`src/rtl/pls_pkg.sv`:
```
package pls_pkg;

    localparam logic [2:0] RATE_MAX = 3'd4;
    localparam logic [1:0] PD_P0    = 2'b00;

    typedef enum logic [2:0] {
        ST_RST,
        ST_PCLK,
        ST_IDLE,
        ST_DET,
        ST_RC_REQ,
        ST_RC_ACK,
        ST_RELOCK
    } seq_st_e;

    typedef enum logic {
        OP_RATE   = 1'b0,
        OP_DETECT = 1'b1
    } cmd_op_e;

    typedef struct packed {
        logic       valid;
        cmd_op_e    op;
        logic [2:0] rate;
    } lane_cmd_t;

    function automatic logic rate_legal(input logic [2:0] r);
        return r <= RATE_MAX;
    endfunction

    function automatic logic lock_watched(input seq_st_e s);
        return (s == ST_IDLE) || (s == ST_DET);
    endfunction

endpackage

```
`src/rtl/pls_rst_gate.sv`:
```
module pls_rst_gate (
    input  logic clk,
    input  logic rst,
    input  logic xfer_en,
    output logic pcs_rst_n
);
    always_ff @(posedge clk) begin
        if (rst)
            pcs_rst_n <= 1'b0;
        else if (xfer_en)
            pcs_rst_n <= 1'b1;
    end
endmodule

```
`src/rtl/pls_lock_mon.sv`:
```
module pls_lock_mon (
    input  logic clk,
    input  logic rst,
    input  logic cdr_lock,
    input  logic chk_en,
    input  logic clr,
    output logic fault,
    output logic reset_req
);
    logic lock_q;
    logic fall;

    assign fall = lock_q & ~cdr_lock & chk_en;

    always_ff @(posedge clk) begin
        if (rst) begin
            lock_q    <= 1'b0;
            fault     <= 1'b0;
            reset_req <= 1'b0;
        end else begin
            lock_q    <= cdr_lock;
            reset_req <= fall;
            if (clr)
                fault <= 1'b0;
            else if (fall)
                fault <= 1'b1;
        end
    end
endmodule

```
`src/rtl/pls_ctrl_fsm.sv`:
```
module pls_ctrl_fsm
    import pls_pkg::*;
#(
    parameter int TMO_W = 16
) (
    input  logic             clk,
    input  logic             rst,
    input  logic             pcs_released,
    input  lane_cmd_t        cmd,
    input  logic [TMO_W-1:0] tmo_limit,
    input  logic             phy_status,
    input  logic             rx_status,
    input  logic             rate_ok,
    input  logic             cdr_lock,
    output seq_st_e          st,
    output logic [2:0]       rate_q,
    output logic [2:0]       rate_cur,
    output logic             detect_rx,
    output logic             pclk_ack,
    output logic             det_done,
    output logic             det_found,
    output logic             busy_rej,
    output logic             tmo_err,
    output logic             rate_taken
);
    logic [TMO_W-1:0] cnt;
    logic             tmo_hit;

    assign tmo_hit    = (cnt == tmo_limit - 1'b1);
    assign rate_taken = (st == ST_IDLE) && cmd.valid && (cmd.op == OP_RATE)
                        && rate_legal(cmd.rate);

    always_ff @(posedge clk) begin
        if (rst) begin
            st        <= ST_RST;
            rate_q    <= 3'd0;
            rate_cur  <= 3'd0;
            detect_rx <= 1'b0;
            pclk_ack  <= 1'b0;
            det_done  <= 1'b0;
            det_found <= 1'b0;
            busy_rej  <= 1'b0;
            tmo_err   <= 1'b0;
            cnt       <= '0;
        end else begin
            det_done <= 1'b0;
            busy_rej <= cmd.valid && (st != ST_IDLE);
            tmo_err  <= 1'b0;
            cnt      <= cnt + 1'b1;
            unique case (st)
                ST_RST: begin
                    cnt <= '0;
                    if (pcs_released) st <= ST_PCLK;
                end
                ST_PCLK: begin
                    if (phy_status) begin
                        st <= ST_IDLE;
                    end else if (tmo_hit) begin
                        tmo_err <= 1'b1;
                        st      <= ST_IDLE;
                    end
                end
                ST_IDLE: begin
                    cnt <= '0;
                    if (cmd.valid && cmd.op == OP_DETECT) begin
                        detect_rx <= 1'b1;
                        st        <= ST_DET;
                    end else if (rate_taken) begin
                        rate_q <= cmd.rate;
                        st     <= ST_RC_REQ;
                    end
                end
                ST_DET: begin
                    if (phy_status) begin
                        detect_rx <= 1'b0;
                        det_done  <= 1'b1;
                        det_found <= rx_status;
                        st        <= ST_IDLE;
                    end else if (tmo_hit) begin
                        detect_rx <= 1'b0;
                        tmo_err   <= 1'b1;
                        st        <= ST_IDLE;
                    end
                end
                ST_RC_REQ: begin
                    if (rate_ok) begin
                        pclk_ack <= 1'b1;
                        cnt      <= '0;
                        st       <= ST_RC_ACK;
                    end else if (tmo_hit) begin
                        rate_q  <= rate_cur;
                        tmo_err <= 1'b1;
                        st      <= ST_IDLE;
                    end
                end
                ST_RC_ACK: begin
                    if (phy_status) begin
                        pclk_ack <= 1'b0;
                        rate_cur <= rate_q;
                        cnt      <= '0;
                        st       <= ST_RELOCK;
                    end else if (tmo_hit) begin
                        pclk_ack <= 1'b0;
                        rate_q   <= rate_cur;
                        tmo_err  <= 1'b1;
                        st       <= ST_IDLE;
                    end
                end
                ST_RELOCK: begin
                    if (cdr_lock) begin
                        st <= ST_IDLE;
                    end else if (tmo_hit) begin
                        tmo_err <= 1'b1;
                        st      <= ST_IDLE;
                    end
                end
                default: st <= ST_IDLE;
            endcase
        end
    end
endmodule

```
`src/rtl/pipe_lane_seq.sv`:
```
module pipe_lane_seq
    import pls_pkg::*;
#(
    parameter int TMO_W = 16
) (
    input  logic             clk,
    input  logic             rst,
    input  logic             cmd_valid,
    input  logic             cmd_detect,
    input  logic [2:0]       cmd_rate,
    input  logic [TMO_W-1:0] cfg_timeout,
    input  logic             phy_xfer_en,
    input  logic             phy_status,
    input  logic             phy_rx_status,
    input  logic             phy_rate_ok,
    input  logic             phy_cdr_lock,
    input  logic             phy_cdr_data_lock,
    output logic [2:0]       mac_rate,
    output logic             mac_detect_rx,
    output logic [1:0]       mac_powerdown,
    output logic             mac_rx_term,
    output logic             mac_pclk_ack,
    output logic             mac_pcs_rst_n,
    output logic [2:0]       stat_rate,
    output logic             det_done,
    output logic             det_found,
    output logic             link_ready,
    output logic             rx_fault,
    output logic             rx_reset_req,
    output logic             busy_reject,
    output logic             tmo_err,
    output logic             rx_valid
);
    lane_cmd_t cmd;
    seq_st_e   st;
    logic      rate_taken;

    assign cmd.valid = cmd_valid;
    assign cmd.op    = cmd_op_e'(cmd_detect);
    assign cmd.rate  = cmd_rate;

    pls_rst_gate u_rst (
        .clk       (clk),
        .rst       (rst),
        .xfer_en   (phy_xfer_en),
        .pcs_rst_n (mac_pcs_rst_n)
    );

    pls_ctrl_fsm #(.TMO_W(TMO_W)) u_fsm (
        .clk          (clk),
        .rst          (rst),
        .pcs_released (mac_pcs_rst_n),
        .cmd          (cmd),
        .tmo_limit    (cfg_timeout),
        .phy_status   (phy_status),
        .rx_status    (phy_rx_status),
        .rate_ok      (phy_rate_ok),
        .cdr_lock     (phy_cdr_lock),
        .st           (st),
        .rate_q       (mac_rate),
        .rate_cur     (stat_rate),
        .detect_rx    (mac_detect_rx),
        .pclk_ack     (mac_pclk_ack),
        .det_done     (det_done),
        .det_found    (det_found),
        .busy_rej     (busy_reject),
        .tmo_err      (tmo_err),
        .rate_taken   (rate_taken)
    );

    pls_lock_mon u_lock (
        .clk       (clk),
        .rst       (rst),
        .cdr_lock  (phy_cdr_lock),
        .chk_en    (lock_watched(st)),
        .clr       (rate_taken),
        .fault     (rx_fault),
        .reset_req (rx_reset_req)
    );

    assign link_ready    = (st == ST_IDLE) && phy_cdr_lock;
    assign rx_valid      = phy_cdr_data_lock && mac_pcs_rst_n;
    assign mac_powerdown = PD_P0;
    assign mac_rx_term   = 1'b1;
endmodule

```
`config.mk`:
```
export PLATFORM = sky130hd
export DESIGN_NAME = pipe_lane_seq
export DESIGN_NICKNAME = d
export VERILOG_FILES = /design/src/rtl/pls_pkg.sv /design/src/rtl/pls_rst_gate.sv /design/src/rtl/pls_lock_mon.sv /design/src/rtl/pls_ctrl_fsm.sv /design/src/rtl/pipe_lane_seq.sv
export SDC_FILE = /design/constraint.sdc
export NUM_CORES = 1
export LEC_CHECK = 0
export BUFFER_PORTS_ARGS = -buffer_cell sky130_fd_sc_hd__buf_2
export CORE_MARGIN = 1.5
export CORE_UTILIZATION = 55
export DETAILED_ROUTE_END_ITERATION = 12
export PLACE_DENSITY = 0.92
export SLEW_MARGIN = 5
export SYNTH_ARGS = -nofsm -noshare
export SYNTH_HDL_FRONTEND = slang
export SYNTH_SLANG_ARGS = --single-unit
```
`constraint.sdc`:
```
create_clock -name clk -period 5.6 [get_ports clk]
set_input_delay 1.12 -clock clk [delete_from_list [all_inputs] [get_ports clk]]
set_output_delay 1.12 -clock clk [all_outputs]
set_load 0.05 [all_outputs]
```
==> results.py, run 1 <==
metrics = {
    "floorplan": {
        "fp.coreArea_sq_um": 3744,
        "die_area_sq_um": 4361,
        "start_util": 0.5839,
        "rows": 22,
        "dieHeight_um": 66.04,
        "die_w_um": 66.04,
        "ios": 49,
    },
    "finish": {
        "seqCellArea_sq_um": 700.7,
        "drive_gt1_frac": 0.2154,
        "layout_common_cells": "buf_2 (45), dfxtp_1 (35), nor2_1 (30)",
        "multiInputGateArea_sq_um": 1395,
        "syn2layout_area_growth_pct": 15.68,
        "fin_area_sq_um": 2529,
        "nFillCells": 317,
        "final_nets": 341,
        "final_common_cell": "buf_2",
        "diodes": 0,
    },
    "logic_synthesis": {
        "async_flop_share": 0,
        "synthesis.area_sq_um": 2186,
        "synth-main-ff-cell": "dfxtp_1",
        "yosys_warnings": 0,
        "seq_area_frac_synth": 0.3205,
        "synth-seq-cells": 35,
        "synth_edf_count": 0,
        "syn_inst": 269,
        "synth_cell_types": 48,
        "avgSynthCellArea_sq_um": 8.126,
    },
    "power": {
        "power_w": 0.0006042,
        "p_leak_nw": 0.9930,
        "power_density_nw_per_um2": 238.9,
        "vdd_drop_max_mv": 0.1886,
    },
    "worst_setup_path": {
        "path_buf_inv": 2,
        "critical_path_class": "input port to flop",
        "critPathLaunchType": "input port",
        "worstPathArrival_ns": 3.95,
        "slowest_stage": "or4_4",
        "max_stage_delay_ns": 0.58,
        "worstPathMaxFanout": 6,
        "cpMostUsedCell": "or4_4",
        "critPathRequiredTime_ns": 5.79,
        "crit_chain": "buf_2 > inv_1 > ha_1 > or4b_4 > or4_4 > xnor2_2 > nand4_1 > or4_4 > o31ai_4 > mux2_4",
        "end_kind": "flop",
        "crit_family": "simple AND/OR/NAND/NOR gates",
    },
    "detailed_routing": {
        "dr.pass1.iters": 4,
        "vias": 2017,
        "drt-initial-drc-count": 141,
        "via_per_inst": 5.618,
        "routedWlPerCell_um": 13.87,
        "wl_mm": 4.978,
        "drc_errors": 0,
        "ant_nets": 0,
    },
    "timing": {
        "period_share": 0.6724,
        "setup_viol": 0,
        "hold_viol": 0,
        "finalClockSkew_ns": 0.01025,
        "post-route-min-period_ns": 3.765,
        "worstMarginPinSlew_ns": 0.7545,
        "setup_ws_ns": 1.835,
        "fmax_mhz": 265.6,
        "slew_headroom": 0.4899,
        "tns_ns": 0,
        "drv_slew": 0,
        "rsz0062_at_grt": "false",
    },
    "cts": {
        "cts_resized": 0,
        "post-cts-setup-buffers": 0,
        "ctsRootBufferMaster": "clkbuf_8",
        "cts_htree_levels": 2,
        "cts.sinks": 35,
        "clockBufferDepth": 2,
        "cts_tree": "yes",
        "clock_latency_ns": 0.30,
        "cts-buffers-inserted": 5,
        "postCtsHoldBufs": 0,
        "cts.clk_slew.worst_paths_ns": 0.07,
    },
    "outcome": {
        "status": "completed",
    },
    "place": {
        "place_area_sq_um": 2411,
        "preCtsSetupSlack_ns": 1.529,
        "io_buffers": 45,
        "place_hpwl_mm": 3.710,
        "gp_congestion": 0.8587,
    },
    "global_route": {
        "grt_max_degree": 23,
        "antenna_found_initial": 0,
        "grt_pass1_vias": 1886,
        "grt_first_pass_wirelength_mm": 8.245,
        "grt_usage": 0.2427,
        "grt_overflow": 0,
    },
    "hold_path": {
        "hp-class": "flop to flop",
    },
    "flow_run": {
        "maxCapViolations": 0,
    },
}
-- cell families after synthesis --
logic type / Yosys count / synth area share
other cells: 2 / 0.003436
xor+xnor: 31 / 0.1311
compound gates: 50 / 0.1425
buf+inv: 20 / 0.04293
simple gates: 122 / 0.3091
flops: 35 / 0.3205
fa+ha+maj: 2 / 0.01145
mux: 7 / 0.03892
-- stage by stage --
| step | std cells | hold WS (ns) | utilization |
|---|---|---|---|
| 2_1_floorplan | 270 | 0.4473 | - |
| 3_3_place_gp | 351 | 0.4617 | 0.6441 |
| 3_5_place_dp | 351 | 0.4601 | 0.6441 |
| 4_1_cts | 359 | 0.4780 | 0.6755 |
| 5_1_grt | 359 | 0.4851 | 0.6755 |
| 6_report | 359 | 0.4762 | 0.6755 |
-- synthesized netlist by cell type (3+ instances only) --
master    count  share of area
mux2i_1       4          0.018
a211oi_1      3          0.010
buf_4         3          0.010
nand2_1      27          0.046
mux2_4        3          0.021
or4_4         5          0.026
nand4_1       6          0.017
o21ai_0      14          0.032
xnor2_1      13          0.052
nor4b_1       4          0.016
or3_1         7          0.020
clkbuf_1      6          0.010
dfxtp_1      35           0.32
nor3_1        6          0.014
nand3_1       7          0.016
nand3b_1      3          0.010
nor2_1       30          0.052
nand2b_1      3         0.0086
nor2b_1       9          0.026
a21oi_1      17          0.039
xor2_1       16          0.064
and3_1        4          0.011
a31oi_1       5          0.014
inv_1         8          0.014
-- worst register-to-register path, stage by stage (launching register included) --
cell and delay [ns]:
dfxtp_1 0.41, xor2_1 0.20, xnor2_1 0.14, nand3_1 0.13
nor3_1 0.16, nand4_1 0.10, or4_4 0.58, o31ai_4 0.29
mux2_4 0.33
-- worst paths after layout --
path,startpoint,endpoint,slack (ns),cells after the start
worst min register to register,u_fsm.rate_q[2],u_fsm.rate_cur[2],0.48,2
worst min-delay path,u_fsm.rate_q[2],u_fsm.rate_cur[2],0.48,2
worst max-delay path,cfg_timeout[0],u_fsm.rate_q[2],1.83,10
worst max register to register,u_fsm.cnt[3],u_fsm.rate_q[2],3.17,8
-- final cells by class --
| class | count | share of cell area |
|---|---|---|
| Multi-Input combinational cell | 215 | 0.5517 |
| Sequential cell | 35 | 0.2771 |
| Timing Repair Buffer | 45 | 0.08906 |
| Clock buffer | 6 | 0.03266 |
| Tap cell | 48 | 0.02375 |
| Clock inverter | 2 | 0.01385 |
| Inverter | 8 | 0.01188 |
-- state kept, by name, indices dropped and copies added, names as in the netlist, 3 cells and up --
name            count
u_fsm.cnt          16
u_fsm.rate_cur      3
u_fsm.rate_q        3
u_fsm.st            3
-- per-layer routing --
| layer | routed length [um] | share of wire | GRT usage |
|---|---|---|---|
| met4 | 56 | 0.011 | 0.1020 |
| met2 | 2472 | 0.50 | 0.4230 |
| met5 | 0 | 0 | 0 |
| met1 | 2166 | 0.44 | 0.2819 |
| met3 | 283 | 0.057 | 0.05963 |
-- power breakdown --
group | internal (W) | switching (W)
Combinational | 0.0000346 | 0.0000623
Clock | 0.000144 | 0.0000954
Sequential | 0.000255 | 0.0000128
(Power assumes the default switching activity.)
==> run 2: changes to the inputs <==
--- a/config.mk
+++ b/config.mk
@@ -7,9 +7,9 @@
 export LEC_CHECK = 0
 export BUFFER_PORTS_ARGS = -buffer_cell sky130_fd_sc_hd__buf_2
 export CORE_MARGIN = 1.5
-export CORE_UTILIZATION = 55
+export CORE_UTILIZATION = 49
 export DETAILED_ROUTE_END_ITERATION = 12
-export PLACE_DENSITY = 0.92
+export PLACE_DENSITY = 0.87
 export SLEW_MARGIN = 5
 export SYNTH_ARGS = -nofsm -noshare
 export SYNTH_HDL_FRONTEND = slang
==> constraint.sdc (replaced) <==
create_clock -name clk -period 3.3 [get_ports clk]
set_input_delay 0.66 -clock clk [delete_from_list [all_inputs] [get_ports clk]]
set_output_delay 0.66 -clock clk [all_outputs]
set_load 0.05 [all_outputs]
==> results.py, run 2 (same netlist as run 1, synthesis figures left out) <==
metrics = {
    "outcome": {
        "status": "completed",
    },
    "detailed_routing": {
        "wl_mm": 5.063,
        "wl_met2_mm": 2.452,
        "wl_met3_um": 276,
        "vias": 2099,
        "dr.pass1.iters": 4,
        "top_layer": "met4",
        "met1Wirelength_mm": 2.215,
        "drt-initial-drc-count": 105,
        "routedWlPerCell_um": 13.50,
        "ant_nets": 0,
        "via_per_inst": 5.597,
        "drc_errors": 0,
    },
    "place": {
        "place_hpwl_mm": 3.850,
        "io_buffers": 45,
        "gp_congestion": 0.8397,
    },
    "timing": {
        "finalClockSkew_ns": 0.005316,
        "hold_viol": 0,
        "drv_slew": 0,
        "fmax_mhz": 314.8,
        "setup_viol": 0,
        "post-route-min-period_ns": 3.177,
        "period_share": 0.9627,
        "rsz0062_at_grt": "false",
        "worstMarginPinSlew_ns": 0.5871,
        "tns_ns": 0,
        "slew_headroom": 0.6086,
    },
    "floorplan": {
        "fp.coreArea_sq_um": 4324,
        "die_area_sq_um": 4871,
        "die_w_um": 69.79,
        "start_util": 0.5055,
        "rows": 24,
        "ios": 49,
        "dieHeight_um": 69.79,
    },
    "finish": {
        "nFillCells": 401,
        "final_nets": 354,
        "largest_reg_flops": 16,
        "final_common_cell": "buf_2",
        "layout_common_cells": "buf_2 (45), dfxtp_1 (35), nor2_1 (30)",
        "drive_gt1_frac": 0.2539,
        "top_register": "u_fsm.cnt",
        "fin_util": 0.6085,
        "syn2layout_area_growth_pct": 20.38,
        "diodes": 0,
    },
    "global_route": {
        "grt_usage": 0.2163,
        "grt_pass1_vias": 2044,
        "grt_max_degree": 23,
        "grt_first_pass_wirelength_mm": 8.638,
        "grt_overflow": 0,
        "antenna_found_initial": 0,
    },
    "cts": {
        "clock_latency_ns": 0.29,
        "cts-buffers-inserted": 5,
        "clockBufferDepth": 2,
        "cts_tree": "yes",
        "cts_htree_levels": 2,
        "cts.sinks": 35,
        "post-cts-setup-buffers": 0,
        "cts.clk_slew.worst_paths_ns": 0.07,
        "ctsRootBufferMaster": "clkbuf_8",
        "postCtsHoldBufs": 0,
        "cts_resized": 0,
    },
    "hold_path": {
        "hold_start": "u_fsm.rate_q[0]",
        "min_to": "u_fsm.rate_cur[0]",
        "hp-class": "flop to flop",
        "whs_path_depth": 2,
    },
    "worst_setup_path": {
        "critPathLaunchType": "input port",
        "critical_path_class": "input port to flop",
        "worstPathMaxFanout": 4,
        "crit_chain": "buf_2 > inv_12 > ha_4 > or4b_4 > or4_4 > xnor2_2 > nand4_1 > or4_4 > o31ai_4 > mux2_4",
        "worstPathArrival_ns": 3.36,
        "reg2reg_setup_slack_ns": 0.86,
        "critPathRequiredTime_ns": 3.48,
        "slowest_stage": "or4_4",
        "max_stage_delay_ns": 0.54,
        "ff2ff_path_depth": 8,
        "r2r-end": "u_fsm.rate_q[2]",
        "r2r_start": "u_fsm.cnt[3]",
        "end_kind": "flop",
        "cpMostUsedCell": "or4_4",
    },
    "power": {
        "vdd_drop_max_mv": 0.3317,
        "p_leak_nw": 1.043,
        "power_density_nw_per_um2": 360.8,
        "power_w": 0.0009495,
    },
    "flow_run": {
        "maxCapViolations": 0,
    },
}
run 2: layer usage:
metal  track usage  vias to the layer above
met3       0.04942                       14
met1        0.2518                      967
li1              -                     1051
met2        0.3799                       67
met4       0.08974                        0
met5             0                        -
run 2: worst max-delay path by stage:
stage | start | to | cells after the start
finish | cfg_timeout[0] | u_fsm.rate_q[2] | 10
global placement | cfg_timeout[0] | u_fsm.rate_q[2] | 10
global route | cfg_timeout[0] | u_fsm.rate_q[2] | 10
floorplan | cfg_timeout[0] | u_fsm.rate_q[0] | 10
CTS | cfg_timeout[0] | u_fsm.rate_q[2] | 10
detailed placement | cfg_timeout[0] | u_fsm.rate_q[2] | 10
run 2: stage by stage:
step	cell area [sq um]	std cells	hold slack, ns	setup slack [ns]
floorplan	2220	270	0.4473	-0.003332
global placement	2544	368	0.4589	-0.1186
detailed placement	2544	368	0.4551	-0.1702
CTS	2631	375	0.4672	0.1244
global route	2631	375	0.4927	0.04312
finish	2631	375	0.4708	0.1232
run 2: worst max-delay path, delay by kind of cell:
kind	cells	cell delay, ns
AND/OR/NAND/NOR	4	1.57
multiplexers	1	0.33
AO/OA/AOI/OAI	1	0.29
buffers and inverters	2	0.22
XOR/XNOR	1	0.17
adder cells (fa/ha/maj)	1	0.12
run 2: where the power goes:
group | total, W | internal, W | switching (W)
sequential | 0.000454 | 0.000433 | 0.0000213
combinational | 0.000180 | 0.0000688 | 0.000111
clock | 0.000316 | 0.000164 | 0.000152
total | 0.000949 | 0.000665 | 0.000284
run 2: layout make-up:
type,instances,area (sq um),area share
inverters,8,47.55,0.01807
flip-flops and latches,35,700.7,0.2663
clock buffers,6,82.58,0.03138
clock inverters,1,5.005,0.001902
multi-input cells,215,1408,0.5350
well taps,52,65.06,0.02473
repair buffers,58,322.8,0.1227
==> run 3: changes to the inputs <==
--- a/config.mk
+++ b/config.mk
@@ -8,6 +8,7 @@
 export BUFFER_PORTS_ARGS = -buffer_cell sky130_fd_sc_hd__buf_2
 export CORE_MARGIN = 1.5
 export CORE_UTILIZATION = 49
+export CTS_BUF_LIST = sky130_fd_sc_hd__clkbuf_16
 export DETAILED_ROUTE_END_ITERATION = 12
 export PLACE_DENSITY = 0.87
 export SLEW_MARGIN = 5
==> results.py, run 3 (same netlist as run 1, synthesis figures left out) <==
metrics = {
    "detailed_routing": {
        "via_per_inst": 5.573,
        "drt-initial-drc-count": 152,
        "vias": 2090,
        "routedWlPerCell_um": 13.49,
        "ant_nets": 0,
        "dr.pass1.iters": 4,
        "drc_errors": 0,
        "wl_mm": 5.059,
    },
    "timing": {
        "post-route-min-period_ns": 3.193,
        "setup_ws_ns": 0.1075,
        "fmax_mhz": 313.2,
        "setup_viol": 0,
        "slew_headroom": 0.6143,
        "rsz0062_at_grt": "false",
        "period_share": 0.9674,
        "finalClockSkew_ns": 0.005296,
        "hold_viol": 0,
        "worstMarginPinSlew_ns": 0.5777,
        "whs_ns": 0.4683,
        "drv_slew": 0,
    },
    "cts": {
        "cts.sinks": 35,
        "post-cts-setup-buffers": 0,
        "cts_tree": "yes",
        "cts_resized": 0,
        "ctsRootBufferMaster": "clkbuf_16",
        "cts_htree_levels": 2,
        "clock_latency_ns": 0.28,
        "cts-buffers-inserted": 5,
        "clockBufferDepth": 2,
        "postCtsHoldBufs": 0,
        "cts.clk_slew.worst_paths_ns": 0.05,
    },
    "worst_setup_path": {
        "startpoint": "cfg_timeout[0]",
        "critPathRequiredTime_ns": 3.47,
        "worstPathMaxFanout": 4,
        "worstPathArrival_ns": 3.36,
        "slowest_stage": "or4_4",
        "ff2ff_path_depth": 8,
        "crit_chain": "buf_2 > inv_12 > ha_4 > or4b_4 > or4_4 > xnor2_2 > nand4_1 > or4_4 > o31ai_4 > mux2_4",
        "crit_family": "simple AND/OR/NAND/NOR gates",
        "max_stage_delay_ns": 0.54,
        "reg2reg_setup_slack_ns": 0.86,
        "critPathLaunchType": "input port",
        "critical_path_class": "input port to flop",
        "crit_cells": 10,
        "end_kind": "flop",
        "cpMostUsedCell": "or4_4",
        "path_buf_inv": 2,
        "r2r_start": "u_fsm.cnt[3]",
        "r2r-end": "u_fsm.rate_q[2]",
    },
    "global_route": {
        "antenna_found_initial": 0,
        "grt_usage": 0.2169,
        "grt_first_pass_wirelength_mm": 8.652,
        "grt_pass1_vias": 2041,
        "grt_max_degree": 23,
        "grt_overflow": 0,
    },
    "finish": {
        "syn2layout_area_growth_pct": 22.50,
        "top_register": "u_fsm.cnt",
        "largest_reg_flops": 16,
        "diodes": 0,
        "final_common_cell": "buf_2",
        "fin_util": 0.6192,
        "final_nets": 354,
        "layout_common_cells": "buf_2 (45), dfxtp_1 (35), nor2_1 (30)",
        "drive_gt1_frac": 0.2508,
        "nFillCells": 384,
    },
    "hold_path": {
        "min_to": "u_fsm.rate_cur[0]",
        "whs_path_depth": 2,
        "hp-class": "flop to flop",
        "hold_start": "u_fsm.rate_q[0]",
    },
    "outcome": {
        "status": "completed",
    },
    "place": {
        "preCtsSetupSlack_ns": -0.1702,
        "place_hpwl_mm": 3.850,
        "io_buffers": 45,
        "gp_congestion": 0.8397,
    },
    "floorplan": {
        "die_area_sq_um": 4871,
        "ios": 49,
        "fp.coreArea_sq_um": 4324,
        "dieHeight_um": 69.79,
        "rows": 24,
        "die_w_um": 69.79,
        "start_util": 0.5055,
    },
    "power": {
        "p_leak_nw": 1.063,
        "power_density_nw_per_um2": 398.3,
        "vdd_drop_max_mv": 0.2680,
    },
    "flow_run": {
        "maxCapViolations": 0,
    },
}
==> run 3: metrics by stage <==
stage	std cells	TNS, ns	total power, W	cell area [sq um]
floorplan	270	-0.009995	0.0005803	2220
global placement	368	-0.4026	0.0006365	2544
detailed placement	368	-0.6454	0.0006407	2544
CTS	375	0	0.001070	2678
global route	375	0	0.001105	2678
finish	375	0	0.001066	2678
==> run 3: layer usage <==
layer | part of all wire | wire [um] | GRT usage
met4 | 0.023 | 114 | 0.08547
met1 | 0.44 | 2235 | 0.2536
met5 | 0 | 0 | 0
met2 | 0.48 | 2451 | 0.3820
met3 | 0.051 | 256 | 0.04942
==> run 3: worst max-delay path by stage <==
stage	to	slack, ns
after floorplan	u_fsm.rate_q[0]	-0.003
after global placement	u_fsm.rate_q[2]	-0.12
after detailed placement	u_fsm.rate_q[2]	-0.17
after CTS	u_fsm.rate_q[2]	0.11
after global routing	u_fsm.rate_q[2]	0.03
final	u_fsm.rate_q[2]	0.11
==> run 3: cell type report <==
| class | count | area [sq um] | share of cell area |
|---|---|---|---|
| clock buffer | 5 | 125.1 | 0.04673 |
| clock inverter | 2 | 8.758 | 0.003271 |
| inverter | 8 | 47.55 | 0.01776 |
| multi-input combinational | 215 | 1408 | 0.5257 |
| sequential | 35 | 700.7 | 0.2617 |
| tap | 52 | 65.06 | 0.02430 |
| timing repair buffer | 58 | 322.8 | 0.1206 |
==> run 3: power breakdown <==
part           switching [W]  leakage [nW]  internal [W]
combinational       0.000111         0.713     0.0000688
clock               0.000161        0.0671      0.000270
sequential         0.0000216         0.283      0.000434
total               0.000293          1.06      0.000773
==> run 3: tightest hold or removal path, cell delays in order, from the launching register on <==
cell	delay (ns)
dfxtp_1	0.32
nand2_1	0.05
a21oi_1	0.05
